$ cat src/rtl/baseirq_pkg.sv
package baseirq_pkg;

    localparam int unsigned BASE_LINES  = 64;
    localparam int unsigned BOARD_CTRLS = 4;
    localparam int unsigned CPU_LINES   = 32;
    localparam int unsigned ROUTE_SPAN  = 32;
    localparam int unsigned SRC_W       = $clog2(ROUTE_SPAN);

    typedef struct packed {
        logic             valid;
        logic [SRC_W-1:0] src;
    } route_t;

    // For a given processor-side line, return the low board line that feeds it.
    function automatic route_t cpu_route(input int unsigned cpu_line);
        route_t r;
        r.valid = 1'b1;
        case (cpu_line)
            0:       r.src = SRC_W'(19);
            1:       r.src = SRC_W'(4);
            2:       r.src = SRC_W'(5);
            3:       r.src = SRC_W'(29);
            4:       r.src = SRC_W'(12);
            5:       r.src = SRC_W'(13);
            6:       r.src = SRC_W'(10);
            7:       r.src = SRC_W'(20);
            8:       r.src = SRC_W'(21);
            9:       r.src = SRC_W'(28);
            14:      r.src = SRC_W'(17);
            15:      r.src = SRC_W'(18);
            default: begin
                r.valid = 1'b0;
                r.src   = '0;
            end
        endcase
        return r;
    endfunction

    // Mask of processor-side lines that carry a route.
    function automatic logic [CPU_LINES-1:0] routed_mask();
        logic [CPU_LINES-1:0] m;
        m = '0;
        for (int unsigned c = 0; c < CPU_LINES; c++) begin
            m[c] = cpu_route(c).valid;
        end
        return m;
    endfunction

endpackage

$ cat src/rtl/baseirq_fanout.sv
module baseirq_fanout
    import baseirq_pkg::*;
#(
    parameter int unsigned NUM_LINES = BASE_LINES,
    parameter int unsigned NUM_CTRL  = BOARD_CTRLS
) (
    input  logic                                clk,
    input  logic                                rst,
    input  logic [NUM_LINES-1:0]                lines_i,
    output logic [NUM_CTRL-1:0][NUM_LINES-1:0] ctrl_o
);

    // One register bank per controller keeps each output row local to its consumer.
    for (genvar k = 0; k < NUM_CTRL; k++) begin : g_ctrl
        logic [NUM_LINES-1:0] row_q;

        always_ff @(posedge clk) begin
            if (rst) row_q <= '0;
            else     row_q <= lines_i;
        end

        assign ctrl_o[k] = row_q;

        p_fanout_copy_r1: assert property (@(posedge clk) disable iff (rst)
            1'b1 |=> (ctrl_o[k] == $past(lines_i)))
            else $error("controller row %0d is not a delayed input copy", k);
    end

endmodule

$ cat src/rtl/baseirq_remap.sv
module baseirq_remap
    import baseirq_pkg::*;
#(
    parameter int unsigned SPAN     = ROUTE_SPAN,
    parameter int unsigned OUT_LINES = CPU_LINES
) (
    input  logic                 clk,
    input  logic                 rst,
    input  logic [SPAN-1:0]      low_i,
    output logic [OUT_LINES-1:0] cpu_o
);

    for (genvar c = 0; c < OUT_LINES; c++) begin : g_line
        localparam route_t RT = cpu_route(c);
        if (RT.valid) begin : g_routed
            logic line_q;
            always_ff @(posedge clk) begin
                if (rst) line_q <= 1'b0;
                else     line_q <= low_i[RT.src];
            end
            assign cpu_o[c] = line_q;
        end else begin : g_tied
            assign cpu_o[c] = 1'b0;
        end
    end

endmodule

$ cat src/rtl/baseirq_router.sv
module baseirq_router
    import baseirq_pkg::*;
#(
    parameter int unsigned NUM_LINES = BASE_LINES,
    parameter int unsigned NUM_CTRL  = BOARD_CTRLS,
    parameter int unsigned NUM_CPU   = CPU_LINES
) (
    input  logic                                clk,
    input  logic                                rst,
    input  logic [NUM_LINES-1:0]                irq_in,
    output logic [NUM_CTRL-1:0][NUM_LINES-1:0] board_irq_o,
    output logic [NUM_CPU-1:0]                 cpu_irq_o
);

    localparam logic [NUM_CPU-1:0] USED = routed_mask();

    logic [ROUTE_SPAN-1:0] low_lines;
    assign low_lines = irq_in[ROUTE_SPAN-1:0];

    baseirq_fanout #(
        .NUM_LINES (NUM_LINES),
        .NUM_CTRL  (NUM_CTRL)
    ) u_fanout (
        .clk     (clk),
        .rst     (rst),
        .lines_i (irq_in),
        .ctrl_o  (board_irq_o)
    );

    baseirq_remap #(
        .SPAN      (ROUTE_SPAN),
        .OUT_LINES (NUM_CPU)
    ) u_remap (
        .clk   (clk),
        .rst   (rst),
        .low_i (low_lines),
        .cpu_o (cpu_irq_o)
    );

    // R2 sample route: board line 4 to processor line 1
    p_route_a_r2: assert property (@(posedge clk) disable iff (rst)
        1'b1 |=> (cpu_irq_o[1] == $past(irq_in[4])))
        else $error("route 4->1 broken");

    // R3 sample routes: board line 19 to processor line 0, line 29 to line 3
    p_route_b_r3: assert property (@(posedge clk) disable iff (rst)
        1'b1 |=> (cpu_irq_o[0] == $past(irq_in[19]) && cpu_irq_o[3] == $past(irq_in[29])))
        else $error("route 19->0 or 29->3 broken");

    p_unrouted_low_r6: assert property (@(posedge clk) disable iff (rst)
        (cpu_irq_o & ~USED) == '0)
        else $error("unrouted processor line driven");

    p_reset_clear_r8: assert property (@(posedge clk)
        rst |=> (cpu_irq_o == '0 && board_irq_o == '0))
        else $error("outputs not cleared by reset");

endmodule

$ cat config.mk
export PLATFORM = sky130hd
export DESIGN_NAME = baseirq_router
export DESIGN_NICKNAME = d
export VERILOG_FILES = /design/src/rtl/baseirq_pkg.sv /design/src/rtl/baseirq_fanout.sv /design/src/rtl/baseirq_remap.sv /design/src/rtl/baseirq_router.sv
export SDC_FILE = /design/constraint.sdc
export NUM_CORES = 1
export LEC_CHECK = 0
export BUFFER_PORTS_ARGS = -buffer_cell sky130_fd_sc_hd__buf_4
export CAP_MARGIN = 20
export CORE_AREA = 2 2 137 139
export CTS_CLUSTER_DIAMETER = 150
export DETAILED_ROUTE_END_ITERATION = 6
export DIE_AREA = 0 0 139 141
export GPL_ROUTABILITY_DRIVEN = 0
export HOLD_SLACK_MARGIN = 0.03
export MAX_ROUTING_LAYER = met4
export PLACE_DENSITY_LB_ADDON = 0.05
export SETUP_SLACK_MARGIN = 0.2
export SYNTH_ARGS = -nofsm -noshare
export SYNTH_HDL_FRONTEND = slang
export SYNTH_SLANG_ARGS = --single-unit
$ cat constraint.sdc
create_clock -name clk -period 1 [get_ports clk]
set_input_delay 0.1 -clock clk [delete_from_list [all_inputs] [get_ports clk]]
set_output_delay 0.1 -clock clk [all_outputs]
set_load 0.05 [all_outputs]
==> run metrics <==
status finished, violations left; failing checks setup timing; Clock Tree Buf Depth 2; Reg clk slew, reported paths 0.05 ns; CTS tree done; Async S/R FF share, synth 0; Routed Antenna Nets 0; Die Width ~140 microns; pre-CTS WS around 0.24 ns; Seq/Total Area, Yosys 0.3469; library cells used by synthesis 7; Commonest cells post-synth buf_4 (236), dfxtp_1 (64), nor2b_2 (60); Top Registers u_fanout.g_ctrl.row_q x64; Final setup viols 30; CP top delay family flip-flops; Worst Setup Path Type reg2out; largest area contributor in the netlist buf_4; post-synthesis xor/xnor area fraction 0; IO Count 354; syn avg cell area around 10 sq um; Cells after Synth 372; clk sink count 64; TritonCTS buffer count 9; via count 2,658; Root Buffer clkbuf_16; post-detail-place hpwl approximately 6800 microns; Pleak about 3.4 nW; P&R area growth vs syn 98.85%; Hold Path Class in2reg; nets 624; ys flop type dfxtp_1; GRT overflow 0; VDD IR max 0.7071 mV; Die Y 141 microns; full die area approximately 0.020 sq mm; crit-path max FO 4; Avg Vias per Cell 3.335; Post-synth EDFFs 0; Setup crit end kind primary output; crit start category flop; pwr/cell area 1389 mW/mm^2; Routed WL per cell 11.93 microns; Ant. Diodes 0; DR pass1 iterations 3; Final Power 10.20 mW; Tmin final 1.009 ns; highest clock rate 0.9913 GHz; crit-path cells buf_4; DRT iter0 DRCs 35; pin count of the biggest net entering global routing 36; max-cap violations 0; final hold vios 0; RSZ-0062 raised after global routing true; simple logic cell fraction of the synthesized area 0.1491; register with the most flip-flops u_fanout.g_ctrl.row_q; port bufs approximately 330; Worst Path Required about 0.9 ns; Bufs and invs on worst path 1; setup_tns -0.1341 ns; share of cells above drive strength 1 0.8384; global-route wire length before repair 13,390 microns; adder-cell share of the synthesized area 0; WL final 9511 microns; post-synthesis mux area share 0; Post-CTS Setup Bufs 0; std cell rows 50; arrival time at the worst endpoint a little over 0.9 ns; Placed Area a little under 0.005 sq mm; CORE AREA 0.01827 sq mm; gr usage total 0.08968; fin crit share 1.009; Yosys top cell area share 0.4797; Max stage delay on crit path 0.38 ns; Worst Setup SP u_fanout.g_ctrl[1].row_q[3]; Compound-Gate Fraction of Synth Area 0; Design Area, Final 0.007345 sq mm; largest family of logic cells by synthesized area buffers and inverters; Synthesis Warnings 0; Crit path depth 1; # DRC 0; final slew viol count 0; vias in the first global route around 2,600; count leader, synth buf_4; max reg flops 64; Critical Path Sink board_irq_o[131]; flops & latches, synth 64; Final WS setup -0.008811 ns; top post-synthesis cells by area buf_4 (48%), dfxtp_1 (35%), nor2b_2 (14%); # H-tree levels 3; Starting Density 0.2022; area of the mapped netlist 0.003694 sq mm; slowest CP cell dfxtp_4; initial antenna violation count 0
==> timing repair <==
action                                 in CTS  in global routing
resized for setup                         251                157
endpoints found under the hold margin      64                  0
pin swaps                                   0                  0
setup endpoints to repair                 268                268
hold buffers                               64                  0
==> where the power goes <==
| group | switching [mW] | internal (mW) | total (mW) |
|---|---|---|---|
| logic | 2.56 | 1.69 | 4.24 |
| clock network | 1.11 | 1.92 | 3.02 |
| registers | 0.308 | 2.63 | 2.94 |
==> cell families (layout without fill, tap and decap cells) <==
group,Yosys count,in the layout
AND/OR/NAND/NOR,64,64
buffers and inverters,243,415
other,1,20
flip-flops,64,64
==> stage by stage <==
step / utilization / instances / hold WS (ns)
2_1_floorplan: - / 391 / 0.2268
3_3_place_gp: 0.2701 / 717 / 0.3085
3_5_place_dp: 0.2701 / 717 / 0.3147
4_1_cts: 0.3697 / 797 / 0.2035
5_1_grt: 0.4021 / 797 / 0.2194
6_report: 0.4021 / 797 / 0.2100
==> final cells by class <==
type	instances	area, sq um
clock inverters	4	45.04
multi-input cells	84	625.6
flip-flops and latches	64	1521
fillers	1718	10920
clock buffers	12	236.5
well taps	234	292.8
repair buffers	399	4623
==> worst min-delay path by stage <==
| stage | depth (start not counted) | startpoint | slack [ns] | to |
|---|---|---|---|---|
| finish | 3 | rst | 0.21 | u_fanout.g_ctrl[1].row_q[6] |
| global route | 3 | rst | 0.22 | u_fanout.g_ctrl[1].row_q[5] |
| CTS | 3 | rst | 0.20 | u_fanout.g_ctrl[1].row_q[0] |
| detailed placement | 2 | irq_in[6] | 0.31 | u_fanout.g_ctrl[1].row_q[6] |
| global placement | 2 | irq_in[51] | 0.31 | u_fanout.g_ctrl[1].row_q[51] |
| floorplan | 1 | irq_in[48] | 0.23 | u_fanout.g_ctrl[1].row_q[48] |
==> per-layer routing <==
| layer | up-vias | share of wire | track usage |
|---|---|---|---|
| met5 | - | 0 | - |
| met4 | 0 | 0.018 | 0.04625 |
| met3 | 9 | 0.10 | 0.02548 |
| met2 | 199 | 0.56 | 0.1631 |
| met1 | 1217 | 0.31 | 0.08712 |
| li1 | 1233 | - | - |
==> layout by cell type, fill, tap and decap left out, drive strengths merged <==
cell type,n
clkbuf,12
bufinv,1
buf,335
dfxtp,64
conb,20
nor2b,64
clkinv,3
dlygate4sd3,64
(Power assumes the default switching activity.)
